### config.mk
export PLATFORM = sky130hd
export DESIGN_NAME = lcd_row_scan
export DESIGN_NICKNAME = d
export VERILOG_FILES = /design/src/rtl/lcd_scan_pkg.sv /design/src/rtl/lcd_scan_ctrl.sv /design/src/rtl/lcd_scan_shift.sv /design/src/rtl/lcd_level_map.sv /design/src/rtl/lcd_row_scan.sv
export SDC_FILE = /design/constraint.sdc
export NUM_CORES = 1
export LEC_CHECK = 0
export BUFFER_PORTS_ARGS = -buffer_cell sky130_fd_sc_hd__buf_2
export CORE_ASPECT_RATIO = 0.6
export CORE_UTILIZATION = 60
export DETAILED_ROUTE_END_ITERATION = 7
export HOLD_SLACK_MARGIN = 0.06
export MAX_ROUTING_LAYER = met4
export PLACE_DENSITY_LB_ADDON = 0.3
export SLEW_MARGIN = 20
export SYNTH_ARGS = -nofsm -noshare
export SYNTH_HDL_FRONTEND = slang
export SYNTH_SLANG_ARGS = --single-unit
### constraint.sdc
create_clock -name clk -period 30 [get_ports clk]
set_clock_uncertainty 0.2 [all_clocks]
set_input_delay 6 -clock clk [delete_from_list [all_inputs] [get_ports clk]]
set_output_delay 6 -clock clk [all_outputs]
set_load 0.01 [all_outputs]
### src/rtl/lcd_scan_pkg.sv
package lcd_scan_pkg;

  typedef enum logic [1:0] {
    LVL_TOP    = 2'b00,
    LVL_UPPER  = 2'b01,
    LVL_LOWER  = 2'b10,
    LVL_BOTTOM = 2'b11
  } drive_lvl_e;

  typedef struct packed {
    logic clear;
    logic advance;
    logic toHigh;
    logic split;
  } scan_ctl_t;

endpackage

### src/rtl/lcd_scan_ctrl.sv
module lcd_scan_ctrl
  import lcd_scan_pkg::*;
(
  input  logic      rst,
  input  logic      loadTick,
  input  logic      dirRight,
  input  logic      splitMode,
  input  logic      carryBit,
  output scan_ctl_t ctl,
  output logic      leftOut,
  output logic      leftOe,
  output logic      rightOut,
  output logic      rightOe
);

  always_comb begin
    ctl.clear   = rst;
    ctl.advance = loadTick & ~rst;
    ctl.toHigh  = dirRight;
    ctl.split   = splitMode;
  end

  // End pin roles: the carry end drives, the scan end is an input and its
  // output value is parked low.
  always_comb begin
    rightOe  = dirRight;
    leftOe   = ~dirRight;
    rightOut = dirRight ? carryBit : 1'b0;
    leftOut  = dirRight ? 1'b0 : carryBit;
  end

endmodule

### src/rtl/lcd_scan_shift.sv
module lcd_scan_shift
  import lcd_scan_pkg::*;
#(
  parameter int NUM_STAGES = 240
) (
  input  logic                  clk,
  input  scan_ctl_t             ctl,
  input  logic                  leftIn,
  input  logic                  rightIn,
  input  logic                  midIn,
  output logic [NUM_STAGES-1:0] stageQ,
  output logic                  carryBit
);

  localparam int HALF = NUM_STAGES / 2;
  localparam int LAST = NUM_STAGES - 1;

  logic headIn;
  assign headIn = ctl.toHigh ? leftIn : rightIn;

  for (genvar i = 0; i < NUM_STAGES; i++) begin : g_stage
    logic upSrc;
    logic downSrc;

    if (i == 0) begin : g_up_head
      assign upSrc = headIn;
    end else if (i == HALF) begin : g_up_mid
      assign upSrc = ctl.split ? midIn : stageQ[i-1];
    end else begin : g_up_chain
      assign upSrc = stageQ[i-1];
    end

    if (i == LAST) begin : g_dn_head
      assign downSrc = headIn;
    end else if (i == HALF - 1) begin : g_dn_mid
      assign downSrc = ctl.split ? midIn : stageQ[i+1];
    end else begin : g_dn_chain
      assign downSrc = stageQ[i+1];
    end

    always_ff @(posedge clk) begin
      if (ctl.clear)
        stageQ[i] <= 1'b0;
      else if (ctl.advance)
        stageQ[i] <= ctl.toHigh ? upSrc : downSrc;
    end
  end

  assign carryBit = ctl.toHigh ? stageQ[LAST] : stageQ[0];

endmodule

### src/rtl/lcd_level_map.sv
module lcd_level_map
  import lcd_scan_pkg::*;
#(
  parameter int NUM_STAGES = 240
) (
  input  logic                    frameAlt,
  input  logic                    dispOff,
  input  logic [NUM_STAGES-1:0]   stageQ,
  output logic [2*NUM_STAGES-1:0] levelCode
);

  for (genvar i = 0; i < NUM_STAGES; i++) begin : g_map
    drive_lvl_e lvl;
    always_comb begin
      if (dispOff)
        lvl = LVL_BOTTOM;
      else if (stageQ[i])
        lvl = frameAlt ? LVL_TOP : LVL_BOTTOM;
      else
        lvl = frameAlt ? LVL_LOWER : LVL_UPPER;
    end
    assign levelCode[2*i +: 2] = lvl;
  end

endmodule

### src/rtl/lcd_row_scan.sv
module lcd_row_scan
  import lcd_scan_pkg::*;
#(
  parameter int NUM_STAGES = 240
) (
  input  logic                    clk,
  input  logic                    rst,
  input  logic                    loadTick,
  input  logic                    dirRight,
  input  logic                    splitMode,
  input  logic                    leftIn,
  input  logic                    rightIn,
  input  logic                    midIn,
  input  logic                    frameAlt,
  input  logic                    dispOff,
  output logic                    leftOut,
  output logic                    leftOe,
  output logic                    rightOut,
  output logic                    rightOe,
  output logic [2*NUM_STAGES-1:0] levelCode
);

  scan_ctl_t             ctl;
  logic                  carryBit;
  logic [NUM_STAGES-1:0] stageQ;

  lcd_scan_ctrl u_ctrl (
    .rst       (rst),
    .loadTick  (loadTick),
    .dirRight  (dirRight),
    .splitMode (splitMode),
    .carryBit  (carryBit),
    .ctl       (ctl),
    .leftOut   (leftOut),
    .leftOe    (leftOe),
    .rightOut  (rightOut),
    .rightOe   (rightOe)
  );

  lcd_scan_shift #(.NUM_STAGES(NUM_STAGES)) u_shift (
    .clk      (clk),
    .ctl      (ctl),
    .leftIn   (leftIn),
    .rightIn  (rightIn),
    .midIn    (midIn),
    .stageQ   (stageQ),
    .carryBit (carryBit)
  );

  lcd_level_map #(.NUM_STAGES(NUM_STAGES)) u_map (
    .frameAlt  (frameAlt),
    .dispOff   (dispOff),
    .stageQ    (stageQ),
    .levelCode (levelCode)
  );

endmodule

======== Word level (Yosys, flattened, before mapping) ========
Cells that the tools add are included.
storage, ports and cells
  output and inout bits ................... 484
  register bits ........................... 240
  bits of input ports ..................... 10
operators by class
  multiplexer cells ....................... 728
  bitwise gates (word level) .............. 3
operators with widths
  cell           count
  $mux W2        482
  $mux W1        246
  $not A1 Y1     2
  $and A1 B1 Y1  1

======== Depth between registers and ports, before layout ========
  depth in word-level cells ............... 3
  depth in mapped cells ................... 5
  depth with buffers taken out ............ 3

======== By module ========
A second synthesis with hierarchy kept.
second synthesis, totals
  cell total of the unflattened synthesis .. 2573
  area, all modules ....................... 22723.0 µm²
by module, submodules not included
  module          cells each  times used  area each (µm²)  seq. area each (µm²)
  lcd_scan_shift  1313        1           12389.4          4804.6
  lcd_level_map   1252        1           10281.1          0.0
  lcd_scan_ctrl   8           1           52.6             0.0

======== Worst setup path after synthesis ========
Ideal clock, no wire load.
  path kind ............................... input-to-output
  from .................................... input port frameAlt
  to ...................................... output port levelCode[101]
  data required time ...................... 23.800 ns
  path slack .............................. 7.865 ns
  cell stages on the path ................. 3
  arrival time ............................ 15.935 ns
  path through ............................ inv_1 -> ha_1 -> or2_2
between the ends
  cells in the longest elaborated chain, start to end .. 3
  elaborated cells on any way between the ends .. 4
  those cells by class .................... mux: 4
RTL lines
  what                        line                                      text
  start: declaration          lcd_row_scan.sv:14                        input logic frameAlt,
  $mux W2 (on tied branches)  lcd_level_map.sv:20, lcd_level_map.sv:18
  $mux W2 *                   lcd_level_map.sv:17                       else if (stageQ[i])
  $mux W2 *                   lcd_level_map.sv:15                       if (dispOff)
  end: declaration            lcd_row_scan.sv:20                        output logic [2*NUM_STAGES-1:0] levelCode
Every way passes the cells marked *; elsewhere a longest branch is shown, timed or not.

======== Worst setup path after layout ========
  from .................................... input port frameAlt
  to ...................................... output port levelCode[285]
The elaborated chain is that of the path after synthesis.

==> impl_results.md <==
* Run status: complete, no violations
* Type of the most critical hold path: reg2reg
* Worst setup SP type: input pin
* # fillers at 2,586
* Hold_ws at 0.3540 ns
* Sequential cell area at 4805 um^2
* Area grow syn2layout at 15.75%
* Post-CTS Setup Inserts at 0
* Initial core utilization at 61.03%
* Multi-input gate area at 14,150 um^2
* Die Y at 145.4 um
* Async SR Flop Fraction at 0%
* CTS Buffer Depth at 3
* CTS HTree Levels at 1
* Row count at 52
* Die ar. at 35,050 um^2
* Final setup violation count at 0
* RSZ-0062 raised after global routing: no
* Worst path arrival time at 9.18 ns
* Buf/Inv on CP at 5
* CP most frequent cell: buf_2
* PwrDens at 38.49 nW/um^2
* Register area share after synthesis at 23.36%
* Setup tns final at 0 ns
* Period minus WS final at 15.38 ns
* CP Cell Sequence: buf_2, inv_8, buf_4, buf_6, ha_1, or2_2, buf_2
* Reg clk slew, reported paths at 0.07 ns
* Max-Cap Viols at 0
* CP required at 23.80 ns
* Slowest CP cell: buf_4
* Fmax at 0.06502 GHz
* Slew headroom at 27.09%
* Crit Path Class: in2out
* # resized after CTS at 0
* Placeable Area at 33,700 um^2
* Clk Latency, worst-skew pair at 0.50 ns
* Routed wire length at 49,240 um
* Vias post-DR at 17,080
* Initial antenna violation count at 0
* Clk sinks at 240
* Final RePlAce weighted congestion at 0.8463
* Setup crit end kind: primary output
* Global-route wire length before repair at 77,210 um
* Tot GR Track Use at 27.16%
* Hpwl dp at 35,090 um
* ANT cells at 0
* DR DRC count at 0
* Fin crit share at 51.26%
* Top-count cell post-synth: ha_1
* Buffers on Ports at 493
* Syn Inst Count at 2,328
* Overall die width at 241.0 um
* Crit path max fanout at 109
* Iter 0 DRT Violations at 934
* Synth Area per Inst at 8.836 um^2
* Most common flop cell mapped by yosys: dfxtp_1
* Antenna viol nets, final at 0
* Family with the most delay on the worst path: buffers and inverters
* CTS Buf Count at 23
* Post-synth EDFFs at 0
* Worst slew pin tran at 1.094 ns
* Number of iterations in the first detailed-routing pass at 5
* TritonCTS clock tree: done
* Largest net degree at the start of global routing at 186
* Peak supply drop at 0.03452 mV
* Max Slew Vio Count at 0
* Synth Warn # at 0
* Synth top area share at 29.08%
* Io pins at 494
* Post-synth design cell area at 20,570 um^2
* Lkg Pwr at 11.40 nW
* Gr ovfl total at 0
* Clock root buffer: clkbuf_16
* Vias/cell at 5.389
* Commonest cells post-synth: ha_1 (478), inv_1 (241), dfxtp_1 (240), mux2i_1 (240)
* Fraction of layout cells with a size suffix above 1 at 28.77%
* Syn Nets at 2,816
* Hold Fails Final Rpt at 0
* FF+latch count, synth at 240
* Number of global-route vias before repair at 15,170
* Hold buffer count at CTS at 0
* Average wire per standard cell at 15.53 um
* Cell variety after synth at 21
* Synth area leaders: ha_1 (29%), dfxtp_1 (23%), mux2i_1 (12%)
* Max incr delay on CP at 0.89 ns
* # nets final at 3,185
* Yosys top cell by area: ha_1
==> cell usage in the layout (no fill, tap or decap) <==
cell        synthesis  layout
clkbuf_1          103       5
dfxtp_1           240     240
nand2b_1            4       4
and2_1              1       1
or3_1             239     239
mux2i_1           240     240
buf_8               0       3
nand4bb_1           1       1
buf_4               2       9
or2_2             239     239
xnor2_1             1       1
clkinv_4            0       1
a211oi_1          238     238
inv_8               0       1
clkinv_2            0       2
buf_2              45     489
clkbuf_8            0       6
or3b_1              1       1
buf_6               5       4
ha_1              478     478
nand3b_1            1       1
clkbuf_16           0      23
clkinvlp_4          0       1
nor2_1            239     239
bufinv_16           0       2
nand4b_1            1       1
inv_1             241     240
o221ai_1            2       2
==> flip-flops by register name, indices dropped and copies added (netlist names) <==
name and flops:
u_shift.g_stage.upSrc 6, u_shift.g_stage.downSrc 234
==> power by group <==
part | switching (mW) | internal [mW] | leakage [nW] | total, mW
logic | 0.139 | 0.111 | 9.05 | 0.250
registers | 0.0336 | 0.340 | 1.98 | 0.374
clock network | 0.122 | 0.171 | 0.366 | 0.293
total | 0.295 | 0.622 | 11.4 | 0.916
==> final timing paths <==
check	startpoint	endpoint	slack (ns)	depth (start not counted)
setup / recovery	frameAlt	levelCode[285]	14.62	7
hold reg to reg	u_shift.g_stage[189].downSrc	u_shift.g_stage[189].downSrc	0.35	2
hold / removal	u_shift.g_stage[189].downSrc	u_shift.g_stage[189].downSrc	0.35	2
setup reg to reg	u_shift.g_stage[108].downSrc	u_shift.g_stage[107].downSrc	28.78	2
==> tightest hold or removal path: cells and delay by family (launching register included) <==
family | cells | cell delay, ns
and+or+nand+nor | 1 | 0.11
AOI/OAI and AO/OA | 1 | 0.05
DFF | 1 | 0.35
==> kinds of logic (layout without fill, tap and decap cells) <==
group / Yosys count / count (layout) / synth area share [%]
simple gates: 726 / 726 / 19.23
fa+ha+maj: 478 / 478 / 29.08
buf+inv: 403 / 786 / 7.847
compound gates: 240 / 240 / 8.771
mux: 240 / 240 / 11.68
flops: 240 / 240 / 23.36
xor+xnor: 1 / 1 / 0.04259
==> per-stage QoR <==
| stage | cells | setup WS, ns | instance area (um^2) | power [mW] | util, % |
|---|---|---|---|---|---|
| finish | 3170 | 14.62 | 23810 | 0.9165 | 70.65 |
| global route | 3170 | 14.43 | 23810 | 0.9694 | 70.65 |
| CTS | 3170 | 14.38 | 23800 | 0.9228 | 70.60 |
| detailed placement | 3131 | 14.40 | 23050 | 0.6304 | 68.38 |
| global placement | 3131 | 14.51 | 23050 | 0.6182 | 68.38 |
| floorplan | 2328 | 7.865 | 20570 | 0.5387 | - |
==> cell type report <==
type                       count  share of cell area [%]
sequential                   240                   20.18
clock inverter                 6                  0.3626
timing repair buffer         506                   11.00
inverter                     241                   3.831
tap                          459                   2.412
clock buffer                  33                   2.785
multi-input combinational   1685                   59.43
==> routing by layer <==
layer / GRT usage (%) / up-vias / wire length (um)
met5: - / - / 0
met4: 6.171 / 0 / 1043
met3: 4.116 / 72 / 2102
met2: 45.26 / 353 / 23700
met1: 34.48 / 7995 / 22400
li1: - / 8664 / -
Note: power is estimated with default switching activity, not from simulation.
